`config.mk`:
```
export PLATFORM = sky130hd
export DESIGN_NAME = cmt_pwm_timer
export DESIGN_NICKNAME = d
export VERILOG_FILES = /design/src/rtl/pwm_tmr_pkg.sv /design/src/rtl/tmr_tick.sv /design/src/rtl/tmr_channel.sv /design/src/rtl/cmt_pwm_timer.sv
export SDC_FILE = /design/constraint.sdc
export NUM_CORES = 1
export LEC_CHECK = 0
export ABC_AREA = 1
export BUFFER_PORTS_ARGS = -buffer_cell sky130_fd_sc_hd__clkbuf_2
export CORE_ASPECT_RATIO = 1.4
export CORE_MARGIN = 3
export CORE_UTILIZATION = 40
export CTS_CLUSTER_DIAMETER = 150
export CTS_CLUSTER_SIZE = 25
export DETAILED_ROUTE_END_ITERATION = 6
export GPL_TIMING_DRIVEN = 1
export PLACE_DENSITY = 0.59
export REMOVE_ABC_BUFFERS = 1
export SLEW_MARGIN = 5
export SYNTH_ARGS = -nofsm -noshare
export SYNTH_HDL_FRONTEND = slang
export SYNTH_SLANG_ARGS = --single-unit
```
`constraint.sdc`:
```
create_clock -name clk_i -period 2.66 [get_ports clk_i]
set_input_delay 0 -clock clk_i [delete_from_list [all_inputs] [get_ports clk_i]]
set_output_delay 0 -clock clk_i [all_outputs]
set_load 0.02 [all_outputs]
```
`src/rtl/pwm_tmr_pkg.sv`:
```
package pwm_tmr_pkg;
  localparam int unsigned CH_DW  = 16;
  localparam int unsigned NGR    = 4;
  localparam logic [7:0] ADR_START   = 8'h00;
  localparam logic [7:0] BANK_BASE   = 8'h10;
  localparam int unsigned BANK_SHIFT = 6;

  typedef enum logic [5:0] {
    OFS_CTRL = 6'h00,
    OFS_MODE = 6'h04,
    OFS_IOC  = 6'h08,
    OFS_IEN  = 6'h0C,
    OFS_STAT = 6'h10,
    OFS_CNT  = 6'h14,
    OFS_GRA  = 6'h18,
    OFS_GRB  = 6'h1C,
    OFS_GRC  = 6'h20,
    OFS_GRD  = 6'h24
  } reg_ofs_e;

  localparam logic [1:0] MODE_PWM  = 2'd2;
  localparam logic [6:0] MODE_MASK = 7'h73;
endpackage

```
`src/rtl/tmr_tick.sv`:
```
module tmr_tick (
  input  logic       clk_i,
  input  logic       rst_ni,
  input  logic       run_i,
  input  logic [1:0] psc_i,
  input  logic [1:0] edge_i,
  output logic       tick_o
);
  localparam int unsigned PW = 6;

  logic [PW-1:0] pre_q, pre_n;
  logic          tap_q, tap_n;

  assign pre_n = pre_q + 1'b1;

  always_ff @(posedge clk_i or negedge rst_ni)
    if (!rst_ni)    pre_q <= '0;
    else if (run_i) pre_q <= pre_n;

  // divided clock is counter bit 2*code-1
  always_comb begin
    tap_q = 1'b0;
    tap_n = 1'b0;
    if (psc_i != 2'd0) begin
      tap_q = pre_q[{psc_i, 1'b0} - 3'd1];
      tap_n = pre_n[{psc_i, 1'b0} - 3'd1];
    end
  end

  always_comb begin
    if (!run_i)              tick_o = 1'b0;
    else if (psc_i == 2'd0)  tick_o = 1'b1;
    else unique case (edge_i)
      2'd0:    tick_o = !tap_q &&  tap_n;
      2'd1:    tick_o =  tap_q && !tap_n;
      default: tick_o =  tap_q != tap_n;
    endcase
  end

  assert_tick_gap_R3: assert property (@(posedge clk_i) disable iff (!rst_ni)
    (tick_o && psc_i != 2'd0) |=> (!tick_o || psc_i != $past(psc_i)));
endmodule

```
`src/rtl/tmr_channel.sv`:
```
module tmr_channel
  import pwm_tmr_pkg::*;
#(
  parameter int unsigned DW = CH_DW
) (
  input  logic          clk_i,
  input  logic          rst_ni,
  input  logic          run_i,
  input  logic          we_i,
  input  logic [5:0]    ofs_i,
  input  logic [DW-1:0] wdata_i,
  output logic [DW-1:0] rdata_o,
  output logic          wave_o,
  output logic          irq_o
);
  logic [7:0]           ctrl_q;
  logic [6:0]           mode_q;
  logic [2:0]           ioc_q;
  logic [NGR-1:0]       ien_q, stat_q, match;
  logic [DW-1:0]        cnt_q;
  logic [NGR-1:0][DW-1:0] gr_q;
  logic                 tick, clr_hit, pwm_mode;
  logic wr_ctrl, wr_mode, wr_ioc, wr_ien, wr_stat, wr_cnt;

  assign wr_ctrl = we_i && ofs_i == OFS_CTRL;
  assign wr_mode = we_i && ofs_i == OFS_MODE;
  assign wr_ioc  = we_i && ofs_i == OFS_IOC;
  assign wr_ien  = we_i && ofs_i == OFS_IEN;
  assign wr_stat = we_i && ofs_i == OFS_STAT;
  assign wr_cnt  = we_i && ofs_i == OFS_CNT;
  assign pwm_mode = mode_q[1:0] == MODE_PWM;

  tmr_tick u_tick (
    .clk_i  (clk_i),
    .rst_ni (rst_ni),
    .run_i  (run_i),
    .psc_i  (ctrl_q[1:0]),
    .edge_i (ctrl_q[4:3]),
    .tick_o (tick)
  );

  for (genvar g = 0; g < NGR; g++) begin : g_match
    assign match[g] = tick && cnt_q == gr_q[g];
  end

  always_comb begin
    unique case (ctrl_q[7:5])
      3'd1:    clr_hit = match[0];
      3'd2:    clr_hit = match[1];
      3'd5:    clr_hit = match[2];
      3'd6:    clr_hit = match[3];
      default: clr_hit = 1'b0;
    endcase
  end

  always_ff @(posedge clk_i or negedge rst_ni) begin
    if (!rst_ni) begin
      ctrl_q <= '0;
      mode_q <= '0;
      ioc_q  <= '0;
      ien_q  <= '0;
      gr_q   <= '0;
    end else begin
      if (wr_ctrl) ctrl_q <= wdata_i[7:0];
      if (wr_mode) mode_q <= wdata_i[6:0] & MODE_MASK;
      if (wr_ioc)  ioc_q  <= wdata_i[2:0];
      if (wr_ien)  ien_q  <= wdata_i[NGR-1:0];
      for (int i = 0; i < NGR; i++)
        if (we_i && ofs_i == 6'(OFS_GRA + 4*i)) gr_q[i] <= wdata_i;
    end
  end

  always_ff @(posedge clk_i or negedge rst_ni) begin
    if (!rst_ni)     cnt_q <= '0;
    else if (wr_cnt) cnt_q <= wdata_i;
    else if (tick)   cnt_q <= clr_hit ? '0 : cnt_q + 1'b1;
  end

  // a new match wins over a same-cycle clear
  always_ff @(posedge clk_i or negedge rst_ni) begin
    if (!rst_ni) stat_q <= '0;
    else         stat_q <= (stat_q & ~(wr_stat ? wdata_i[NGR-1:0] : '0)) | match;
  end

  always_ff @(posedge clk_i or negedge rst_ni) begin
    if (!rst_ni)                  wave_o <= 1'b0;
    else if (wr_ioc)              wave_o <= wdata_i[2];
    else if (pwm_mode && clr_hit) wave_o <= ioc_q[2];
    else if (match[0]) begin
      unique case (ioc_q[1:0])
        2'd1:    wave_o <= 1'b0;
        2'd2:    wave_o <= 1'b1;
        2'd3:    wave_o <= !wave_o;
        default: wave_o <= wave_o;
      endcase
    end
  end

  assign irq_o = |(stat_q & ien_q);

  always_comb begin
    rdata_o = '0;
    unique case (ofs_i)
      OFS_CTRL: rdata_o = DW'(ctrl_q);
      OFS_MODE: rdata_o = DW'(mode_q);
      OFS_IOC:  rdata_o = DW'(ioc_q);
      OFS_IEN:  rdata_o = DW'(ien_q);
      OFS_STAT: rdata_o = DW'(stat_q);
      OFS_CNT:  rdata_o = cnt_q;
      OFS_GRA:  rdata_o = gr_q[0];
      OFS_GRB:  rdata_o = gr_q[1];
      OFS_GRC:  rdata_o = gr_q[2];
      OFS_GRD:  rdata_o = gr_q[3];
      default:  rdata_o = '0;
    endcase
  end

  assert_halt_hold_R2: assert property (@(posedge clk_i) disable iff (!rst_ni)
    (!run_i && !wr_cnt) |=> $stable(cnt_q));
  assert_clear_zero_R4: assert property (@(posedge clk_i) disable iff (!rst_ni)
    (clr_hit && !wr_cnt) |=> cnt_q == '0);
  assert_flag_set_R5: assert property (@(posedge clk_i) disable iff (!rst_ni)
    (match != '0) |=> (stat_q & $past(match)) == $past(match));
  assert_irq_raise_R6: assert property (@(posedge clk_i) disable iff (!rst_ni)
    ((|(match & ien_q)) && !wr_ien) |=> irq_o);
  assert_io_force_R7: assert property (@(posedge clk_i) disable iff (!rst_ni)
    wr_ioc |=> wave_o == $past(wdata_i[2]));
  assert_pwm_restart_R9: assert property (@(posedge clk_i) disable iff (!rst_ni)
    (pwm_mode && clr_hit && !wr_ioc) |=> wave_o == $past(ioc_q[2]));
endmodule

```
`src/rtl/cmt_pwm_timer.sv`:
```
module cmt_pwm_timer
  import pwm_tmr_pkg::*;
#(
  parameter int unsigned N_CH = 4,
  parameter int unsigned AW   = 8,
  parameter int unsigned DW   = CH_DW
) (
  input  logic            clk_i,
  input  logic            rst_ni,
  input  logic            we_i,
  input  logic [AW-1:0]   addr_i,
  input  logic [DW-1:0]   wdata_i,
  output logic [DW-1:0]   rdata_o,
  output logic [N_CH-1:0] wave_o,
  output logic [N_CH-1:0] irq_o
);
  localparam int unsigned CW = (N_CH > 1) ? $clog2(N_CH) : 1;

  logic [N_CH-1:0]          start_q;
  logic [AW-1:0]            rel;
  logic                     in_bank, wr_start;
  logic [CW-1:0]            ch_idx;
  logic [N_CH-1:0][DW-1:0]  ch_rd;

  assign in_bank  = addr_i >= AW'(BANK_BASE);
  assign rel      = addr_i - AW'(BANK_BASE);
  assign ch_idx   = rel[BANK_SHIFT +: CW];
  assign wr_start = we_i && addr_i == AW'(ADR_START);

  always_ff @(posedge clk_i or negedge rst_ni)
    if (!rst_ni)       start_q <= '0;
    else if (wr_start) start_q <= wdata_i[N_CH-1:0];

  for (genvar c = 0; c < N_CH; c++) begin : g_ch
    tmr_channel #(.DW(DW)) u_ch (
      .clk_i   (clk_i),
      .rst_ni  (rst_ni),
      .run_i   (start_q[c]),
      .we_i    (we_i && in_bank && ch_idx == CW'(c)),
      .ofs_i   (rel[BANK_SHIFT-1:0]),
      .wdata_i (wdata_i),
      .rdata_o (ch_rd[c]),
      .wave_o  (wave_o[c]),
      .irq_o   (irq_o[c])
    );
  end

  always_comb begin
    if (addr_i == AW'(ADR_START)) rdata_o = DW'(start_q);
    else if (in_bank)             rdata_o = ch_rd[ch_idx];
    else                          rdata_o = '0;
  end

  assert_start_load_R2: assert property (@(posedge clk_i) disable iff (!rst_ni)
    wr_start |=> start_q == $past(wdata_i[N_CH-1:0]));
endmodule

```
### After elaboration in Yosys (flattened, before gate mapping)

Cells that the tools add are included.
Widths: inputs -> output; s select.

| operators by class | value |
|---|---|
| equality and inequality tests | 68 |
| muxes and demuxes | 80 |
| $add $sub $neg | 13 |
| reduce and logical (&&, ||, !) cells | 121 |
| order comparisons | 6 |
| bitwise logic cells | 16 |

Operators with widths:

| operator | count |
|---|---|
| $pmux 16 s10 | 4 |
| $eq 16x16->1 | 16 |
| $mux 16 | 15 |
| $logic_and 1x1->1 | 74 |
| $add 16x1->16 const B | 4 |
| $mux 1 | 36 |
| $and 4x4->4 | 8 |
| $bmux 16 s2 | 1 |
| $eq 2x2->1 const B | 14 |
| $add 6x1->6 const B | 4 |
| $bmux 1 s3 | 8 |
| $eq 3x3->1 const B | 8 |
| $eq 6x5->1 const B | 4 |
| $reduce_bool 5->1 | 4 |
| $eq 2x1->1 const B | 9 |
| $logic_not 2->1 | 9 |
| $lt 3x4->1 const B | 4 |
| $mux 4 | 4 |
| $not 4->4 | 4 |
| $or 4x4->4 | 4 |
| $pmux 1 s4 | 4 |
| $reduce_bool 2->1 | 8 |
| $reduce_or 4->1 | 4 |
| $eq 3x1->1 const B | 4 |
| 16 further kinds | 50 |

| storage, ports and cells | value |
|---|---|
| flip-flop bits (word level) | 448 |
| output and inout port bits | 24 |
| logic and storage cells | 353 |

### Logic depth before layout (Yosys ltp)

Gate-level depths: netlist (run 1).

| depth | value |
|---|---|
| word-level depth | 14 |
| gate-level depth with buffers | 23 |
| gate-level depth less buffers | 23 |

### Hierarchy

A second synthesis (run 1) with hierarchy kept.

| unflattened totals | value |
|---|---|
| cells, all modules | 4116 |
| area, all modules | 29034.1 um^2 |

Modules (own cells, without submodules):

| module | instances | area an instance (um^2) | cells each | sequential area each (um^2) |
|---|---|---|---|---|
| tmr_channel at g_ch[1].u_ch ... | 3 | 6643.9 | 937 | 2627.5 |
| tmr_channel at g_ch[0].u_ch | 1 | 6222.2 | 838 | 2627.5 |
| tmr_tick | 4 | 461.7 | 63 | 150.1 |
| cmt_pwm_timer | 1 | 1033.5 | 215 | 100.1 |

### Worst setup path after synthesis (run 1)

Ideal clock, no wire load.

| path | value |
|---|---|
| path type | register to register |
| from | register g_ch[3].u_ch.ctrl_q[0] |
| to | register g_ch[3].u_ch.cnt_q[2] |
| library setup time | 0.131 ns |
| stages on the path, launching flop included | 16 |
| arrival | 2.572 ns |
| path slack | -0.043 ns |
| cells stage by stage | dfrtp_1 -> inv_1 -> ha_1 -> inv_1 -> a21oi_1 -> o21ai_0 -> nand3_1 -> ha_1 -> or2_2 -> a31oi_4 -> nand4_1 -> nand3_1 -> nand2_1 -> nand2_1 -> buf_2 -> o211ai_1 |

| on the way | value |
|---|---|
| word-level cells in the longest chain between the ends | 14 |
| elaborated cells between the ends (all ways) | 26 |

Ends and longest elaborated chain:

| what | line | source |
|---|---|---|
| start, declared | tmr_channel.sv:16 | `logic [7:0] ctrl_q;` |
| start signal, assigned | tmr_channel.sv:64 | `if (wr_ctrl) ctrl_q <= wdata_i[7:0];` |
| $sub 3x1->3 | tmr_tick.sv:25, tmr_tick.sv:26 |  |
| $bmux 1 s3 (on tied branches) | tmr_tick.sv:26, tmr_tick.sv:25 |  |
| $mux 1 (on tied branches) | tmr_tick.sv:26, tmr_tick.sv:25 |  |
| $mux 1 | tmr_tick.sv:24 | `if (psc_i != 2'd0) begin` |
| $logic_not 1->1 (on tied branches) | tmr_tick.sv:35, tmr_tick.sv:34 |  |
| $logic_and 1x1->1 (on tied branches) | tmr_tick.sv:35, tmr_tick.sv:34 |  |
| $pmux 1 s2 | tmr_tick.sv:33 | `else unique case (edge_i)` |
| $mux 1 * | tmr_tick.sv:32 | `else if (psc_i == 2'd0) tick_o = 1'b1;` |
| $mux 1 * | tmr_tick.sv:31 | `if (!run_i) tick_o = 1'b0;` |
| $logic_and 1x1->1 | tmr_channel.sv:43 | `assign match[g] = tick && cnt_q == gr_q[g];` |
| $pmux 1 s4 | tmr_channel.sv:47 | `unique case (ctrl_q[7:5])` |
| $mux 16 (2 in series) | tmr_channel.sv:76 | `else if (tick) cnt_q <= clr_hit ? '0 : cnt_q + 1'b1;` |
| $mux 16 | tmr_channel.sv:75 | `else if (wr_cnt) cnt_q <= wdata_i;` |
| end signal, assigned | tmr_channel.sv:75 |  |
| end signal, assigned | tmr_channel.sv:76 |  |
| end, declared | tmr_channel.sv:20 | `logic [DW-1:0] cnt_q;` |

Every way passes the cells marked *; elsewhere a longest branch is shown, timed or not. The select of a mux whose other input is x is not followed.
A chain may end at the register's enable or synchronous reset.

### Worst setup path in the final report (run 1)

| path | value |
|---|---|
| from | register g_ch[3].u_ch.u_tick.pre_q[0] |
| to | register g_ch[3].u_ch.cnt_q[2] |

| on the way | value |
|---|---|
| word-level cells in the longest chain between the ends | 14 |
| elaborated cells between the ends (all ways) | 24 |

Ends and longest elaborated chain:

| what | line | source |
|---|---|---|
| start, declared | tmr_tick.sv:11 | `logic [PW-1:0] pre_q, pre_n;` |
| start signal, assigned | tmr_tick.sv:18 | `else if (run_i) pre_q <= pre_n;` |
| $add 6x1->6 | tmr_tick.sv:14 | `assign pre_n = pre_q + 1'b1;` |
| $bmux 1 s3 | tmr_tick.sv:26 | `tap_n = pre_n[{psc_i, 1'b0} - 3'd1];` |
| $mux 1 (implied by the code) | tmr_tick.sv:26 |  |
| $mux 1 | tmr_tick.sv:24 |  |
| $logic_not 1->1 | tmr_tick.sv:35 | `2'd1: tick_o = tap_q && !tap_n;` |
| $logic_and 1x1->1 | tmr_tick.sv:35 |  |
| $pmux 1 s2 * | tmr_tick.sv:33 |  |
| $mux 1 * | tmr_tick.sv:32 |  |
| $mux 1 * | tmr_tick.sv:31 |  |
| $logic_and 1x1->1 | tmr_channel.sv:43 |  |
| $pmux 1 s4 | tmr_channel.sv:47 |  |
| $mux 16 (2 in series) | tmr_channel.sv:76 |  |
| $mux 16 | tmr_channel.sv:75 |  |

Marks and branches as above.

==> results.tsv, run 1 <==
stage	metric	value	unit
synth	ys.flop_type	dfrtp_1	
cells_and_area	design_area	29100	sq um
global_route	grt_pass1_vias	22627	
global_route	antenna_found_initial	2	
synth	synth.distinct_cells	52	
synth	yosys_warnings	0	
worst_setup_path	reg2reg_depth	13	
detailed_routing	vias	23405	
sta	tightest_slew	1.08	ns
synth	synth_seq_cells	448	
clock_network	cts_root_buffer	clkbuf_16	
floorplanning	initial_core_util	40.6	%
worst_setup_path	crit_fanout	7	
clock_network	path_clk_slew	0.11	ns
sta	fmax	365	MHz
sta	fin_crit	2.74	ns
cells_and_area	final_common_cell	nand2_1	
detailed_routing	wl_per_cell	22.9	microns
synth	postSynthCellCount	3242	
worst_setup_path	path_class	flip-flop to flip-flop	
clock_network	cts_tree	built	
floorplanning	rows	109	
detailed_routing	dr.pass1.iters	6	
floorplanning	dieArea	67300	sq um
floorplanning	die_h	306	microns
global_route	grt_start_max_net_pins	81	
sta	worst_slack	-0.0820	ns
place	io_buffers	50	
worst_setup_path	cp_slowest_cell	dfrtp_1	
outcome	status	finished, violations left	
detailed_routing	ant_nets	0	
outcome	failed_checks	negative setup slack	
cells_and_area	final_cell_count_no_fill	4158	
synth	avgSynthCellArea	7.92	sq um
pwr	leakage	12.8	nW
detailed_routing	drt_iter0_markers	2174	
worst_setup_path	worstPathCellList	nand3_2, nand3b_1, xor2_1, o21ai_1, nand3_1, ha_1, or2_4, a31oi_4, inv_1, nor2_2, nand2_4, buf_6, o211ai_1	
cells_and_area	utilization	46.0	%
place	postPlaceCellArea	27700	sq um
global_route	grt_usage	27.7	%
sta	setup_viol	32	
cells_and_area	drive_gt1_share	12.5	%
floorplanning	num_io_pins	51	
sta	min_period_over_period	103	%
sta	hold_viol_final	0	
floorplanning	core_area	63300	sq um
clock_network	clk_latency	0.58	ns
worst_setup_path	arrival	3.24	ns
sta	rsz0062_at_grt	true	
pwr	ir_worst_vdd	522	uV
cells_and_area	syn_to_final_growth	13.4	%
detailed_routing	wl	95.2	mm
place	gp_congestion	0.932	
worst_setup_path	endpoint_kind	flip-flop	
worst_hold_path	hold_path_class	input port to flip-flop	
cells_and_area	nets	3380	
place	post-dp-hpwl	67.8	mm
clock_network	cts-root-to-sink-buffers	3	
sta	max_slew_margin	27.7	%
synth	ys_seq_area_share	43.7	%
sta	clock_skew	0.0138	ns
worst_setup_path	critPathLaunch	g_ch[3].u_ch.u_tick.pre_q[0]	
worst_setup_path	rr_startpoint	g_ch[3].u_ch.u_tick.pre_q[0]	
place	dp_cells	4103	
worst_setup_path	critPathMaxStageDelay	0.41	ns
detailed_routing	drc	0	
global_route	overflow	0	
clock_network	htreeDepth	1	
run	drv_cap	0	
pwr	total_power	16.8	mW
sta	finalMaxSlewViolations	0	
synth	synth_top_area_share	43.7	%
worst_setup_path	crit_end	g_ch[3].u_ch.cnt_q[2]	
floorplanning	die_w	220	microns
worst_setup_path	reg2reg_to	g_ch[3].u_ch.cnt_q[2]	
worst_setup_path	crit_required	3.16	ns
detailed_routing	vias_per_cell	5.63	
worst_setup_path	cp-start-kind	flip-flop	
clock_network	cts_buffers	21	
clock_network	cts_sinks	448	
worst_setup_path	rrSetupSlack	-0.08	ns
synth	synth_edf_count	0	
cells_and_area	final_cell_mix	736 x nand2_1, 448 x dfrtp_1, 399 x o21ai_0	
synth	synthesis.area	25700	sq um
synth	synth.area.top_cells	dfrtp_1 44%, nand2_1 11%, o21ai_0 8.0%	
synth	yosysTopAreaCell	dfrtp_1	
synth	synthArstFlopShare	100	%
pwr	cellPowerDensity	578	nW/um^2
global_route	grt_pass1_wl	141	mm
## state kept, by name (all words and copies together) (netlist names)
signal / count
g_ch.u_ch.gr_q: 256
g_ch.u_ch.ctrl_q: 32
g_ch.u_ch.u_tick.pre_q: 24
g_ch.u_ch.ioc_q: 12
g_ch.u_ch.mode_q: 20
g_ch.u_ch.cnt_q: 64
g_ch.u_ch.wave_o: 4
start_q: 4
g_ch.u_ch.stat_q: 16
g_ch.u_ch.ien_q: 16
## per-stage QoR
stage	hold WS, ns	setup TNS [ns]	setup WS [ns]
finish	0.0185	-0.970	-0.0820
global route	0.0822	-10.76	-0.273
CTS	0.0132	-0.273	-0.0335
detailed placement	0.0126	-7.21	-0.277
global placement	0.0126	-6.14	-0.258
floorplan	-0.296	-41.69	-0.908
## what timing repair did
action                                  in CTS  in global routing
hold buffers                                20                  0
endpoints found under the setup margin      69                 69
resized for setup                           20                108
pin swaps                                   19                 65
endpoints found under the hold margin      481                  0
gates cloned                                 0                  3
buffers inserted                             1                  7
## worst max-delay path: cells and delay by family (launching register included)
kind            cells  cell delay, ns
simple gates        6            0.87
compound gates      3            0.58
flops               1            0.41
buf+inv             2            0.32
fa+ha+maj           1            0.30
xor+xnor            1            0.18
## power by group
| part | internal [mW] | switching, mW | total, mW | leakage [nW] |
|---|---|---|---|---|
| combinational | 1.90 | 2.83 | 4.73 | 6.81 |
| clock | 1.46 | 2.31 | 3.76 | 0.266 |
| sequential | 7.43 | 0.908 | 8.34 | 5.69 |
| total | 10.8 | 6.05 | 16.8 | 12.8 |
## cells in the mapped netlist (all sizes together), types with 4 or more instances
cell / number
a21oi: 93
a221oi: 40
a22oi: 28
buf: 100
clkbuf: 113
clkinv: 4
dfrtp: 448
ha: 28
inv: 327
nand2: 753
nand3: 126
nand3b: 4
nand4: 75
nor2: 179
nor3: 23
nor4: 4
o2111ai: 21
o211ai: 19
o21ai: 412
o21bai: 39
o221ai: 13
o22ai: 101
o311ai: 9
or2: 10
xnor2: 140
xor2: 115
## metal layers
layer	track usage, %	vias to the layer above	part of all wire, %
li1	-	10879	-
met1	34.3	11351	39
met2	47.6	928	49
met3	2.93	247	6.0
met4	14.1	0	6.0
met5	0	-	0
## final cells by class
cell class,instances,area [sq um]
fill,6401,34200
multi-input combinational,2250,12700
sequential,448,11200
timing repair buffer,273,2370
inverter,331,1250
tap,832,1040
clock buffer,22,539
antenna,2,5.00
## cell families (layout without fill, tap and decap cells)
logic type               after synthesis  in the layout  share of synthesized area (%)
flip-flops                           448            448                           43.7
XOR/XNOR                             255            255                           8.70
adder cells (fa/ha/maj)               28             28                           1.37
buffers and inverters                544            626                           8.62
other                                  0              2                              0
AND/OR/NAND/NOR                     1177           1177                           19.4
AO/OA/AOI/OAI                        790            790                           18.3
## how the worst min path moves through the flow
stage / from / endpoint / slack [ns] / depth (start not counted)
after CTS: addr_i[6] / g_ch[3].u_ch.cnt_q[11] / 0.01 / 7
final: addr_i[6] / g_ch[3].u_ch.cnt_q[11] / 0.02 / 7
after global placement: rst_ni / g_ch[3].u_ch.gr_q[50] / 0.01 / 1
after global routing: addr_i[6] / g_ch[3].u_ch.cnt_q[1] / 0.08 / 7
after detailed placement: rst_ni / g_ch[3].u_ch.gr_q[50] / 0.01 / 1
after floorplan: rst_ni / g_ch[0].u_ch.cnt_q[0] / -0.30 / 0
Note: power is estimated with default switching activity, not from simulation.
==> inputs of run 2 (changes only) <==
GPL_ROUTABILITY_DRIVEN = 1   (was unset)
SKIP_LAST_GASP = 1   (was unset)
==> results.tsv, run 2 (synthesis results as in run 1) <==
stage	metric	value	unit	change
floorplanning	core_area	63300	sq um	unchanged
place	post-dp-hpwl	67.8	mm	unchanged
cells_and_area	final_cell_mix	736 x nand2_1, 448 x dfrtp_1, 399 x o21ai_0		unchanged
sta	fin_setup_tns	-0.876	ns	was -0.970 ns
worst_hold_path	hold_path_class	input port to flip-flop		unchanged
cells_and_area	syn_to_final_growth	13.3	%	was 13.4%
sta	clock_skew	0.0132	ns	was 0.0138 ns
sta	fmax	365	MHz	about the same
floorplanning	die_w	220	microns	unchanged
sta	rsz0062_at_grt	true		unchanged
sta	max_slew_margin	29.3	%	was 27.7%
worst_setup_path	arrival	3.24	ns	about the same
cells_and_area	top_register	g_ch.u_ch.gr_q		unchanged
detailed_routing	wl_per_cell	22.9	microns	about the same
clock_network	path_clk_slew	0.11	ns	about the same
place	io_buffers	50		unchanged
global_route	overflow	0		unchanged
pwr	ir_worst_vdd	522	uV	about the same
detailed_routing	ant_nets	0		unchanged
cells_and_area	final_common_cell	nand2_1		unchanged
detailed_routing	dr.pass1.iters	7		was 6
floorplanning	dieArea	67300	sq um	unchanged
floorplanning	rows	109		unchanged
global_route	grt_usage	27.7	%	unchanged
clock_network	cts_root_buffer	clkbuf_16		unchanged
floorplanning	initial_core_util	40.6	%	unchanged
outcome	failed_checks	negative setup slack		unchanged
run	drv_cap	0		unchanged
worst_setup_path	crit_fanout	7		unchanged
sta	finalMaxSlewViolations	0		unchanged
place	gp_congestion	0.932		unchanged
sta	hold_viol_final	0		unchanged
worst_setup_path	cp_slowest_cell	dfrtp_1		unchanged
clock_network	cts-root-to-sink-buffers	3		unchanged
pwr	cellPowerDensity	579	nW/um^2	was 578 nW/um^2
detailed_routing	drc	0		unchanged
global_route	grt_pass1_vias	22629		was 22627
sta	tightest_slew	1.06	ns	was 1.08 ns
detailed_routing	wl	95.1	mm	was 95.2 mm
sta	fin_crit	2.74	ns	about the same
clock_network	htreeDepth	1		unchanged
floorplanning	die_h	306	microns	unchanged
detailed_routing	drt_iter0_markers	2252		was 2174
worst_setup_path	cp_top_family	simple AND/OR/NAND/NOR gates		unchanged
cells_and_area	largest_reg_flops	256		unchanged
worst_setup_path	worst-path-buf-inv	2		unchanged
clock_network	clk_latency	0.58	ns	about the same
global_route	grt_pass1_wl	141	mm	unchanged
worst_setup_path	crit_required	3.16	ns	about the same
global_route	grt_start_max_net_pins	81		unchanged
clock_network	cts_buffers	21		unchanged
detailed_routing	vias	23388		was 23405
sta	setup_viol	31		was 32
outcome	status	finished, violations left		unchanged
cells_and_area	nets	3380		unchanged
detailed_routing	vias_per_cell	5.62		was 5.63
worst_setup_path	critPathMaxStageDelay	0.41	ns	about the same
worst_setup_path	worstPathCellList	nand3_2, nand3b_1, xor2_1, o21ai_1, nand3_1, ha_1, or2_4, a31oi_4, inv_1, nor2_2, nand2_4, buf_6, o211ai_1		unchanged
floorplanning	num_io_pins	51		unchanged
sta	min_period_over_period	103	%	about the same
place	place_worst_setup_slack	-0.277	ns	unchanged
clock_network	cts_tree	built		unchanged
worst_setup_path	endpoint_kind	flip-flop		unchanged
clock_network	cts_sinks	448		unchanged
cells_and_area	reg_top3	g_ch.u_ch.gr_q: 256 flops, g_ch.u_ch.cnt_q: 64 flops, g_ch.u_ch.ctrl_q: 32 flops		unchanged
worst_setup_path	path_class	flip-flop to flip-flop		unchanged
global_route	antenna_found_initial	2		unchanged
sta	worst_slack	-0.0768	ns	was -0.0820 ns
worst_setup_path	cp-start-kind	flip-flop		unchanged
cells_and_area	fill_cells	6407		was 6401
cells_and_area	drive_gt1_share	12.5	%	about the same
sta	holdWs	0.0242	ns	was 0.0185 ns
pwr	leakage	12.8	nW	about the same
run 2: what timing repair did:
item / 4_1_cts / 5_1_grt
gates cloned: 0 / 3
setup buffers: 1 / 7
setup endpoints to repair: 69 / 69
pin swaps: 18 / 63
endpoints found under the hold margin: 481 / 0
hold buffers: 20 / 0
resized for setup: 20 / 102
run 2: power by group:
part	switching, mW	internal (mW)	leakage, nW	total (mW)
clock	2.31	1.46	0.266	3.76
sequential	0.909	7.43	5.69	8.34
combinational	2.83	1.90	6.80	4.72
run 2: worst paths after layout:
kind	start	to	slack, ns	depth (start not counted)
max in group asynchronous	rst_ni	g_ch[1].u_ch.cnt_q[6]	1.24	5
max reg2reg	g_ch[3].u_ch.u_tick.pre_q[0]	g_ch[3].u_ch.cnt_q[2]	-0.08	13
min in group asynchronous	rst_ni	g_ch[0].u_ch.ien_q[2]	0.46	3
min reg2reg	g_ch[1].u_ch.u_tick.pre_q[4]	g_ch[1].u_ch.u_tick.pre_q[4]	0.49	1
max	g_ch[3].u_ch.u_tick.pre_q[0]	g_ch[3].u_ch.cnt_q[2]	-0.08	13
min	addr_i[6]	g_ch[3].u_ch.cnt_q[11]	0.02	7
run 2: layout make-up:
class                      count  area (sq um)  area share, %
multi-input combinational   2250         12700           43.6
sequential                   448         11200           38.6
timing repair buffer         273          2360           8.12
inverter                     331          1250           4.31
tap                          832          1040           3.58
clock buffer                  22           539           1.85
antenna                        2          5.00         0.0172
run 2: through the flow:
| stage | util (%) | cells | cell area [sq um] | total power [mW] |
|---|---|---|---|---|
| after CTS | 45.1 | 4146 | 28500 | 16.6 |
| after global placement | 43.8 | 4103 | 27700 | 12.8 |
| after detailed placement | 43.8 | 4103 | 27700 | 12.8 |
| after floorplan | - | 3029 | 24700 | 11.0 |
| after global routing | 45.9 | 4156 | 29100 | 17.6 |
| final | 45.9 | 4158 | 29100 | 16.8 |
run 2: metal layers:
metal,vias up,track usage (%),share of wire (%)
li1,10884,-,-
met1,11294,34.3,39
met2,947,47.6,49
met3,263,2.93,6.1
met4,0,14.1,6.0
met5,-,0,0
run 2: worst register-to-register path: cells and delay by family (launching register included):
family,cells,cell delay (ns)
buffers and inverters,2,0.32
XOR/XNOR,1,0.18
adder cells (fa/ha/maj),1,0.30
AND/OR/NAND/NOR,6,0.87
AO/OA/AOI/OAI,3,0.58
flip-flops,1,0.41
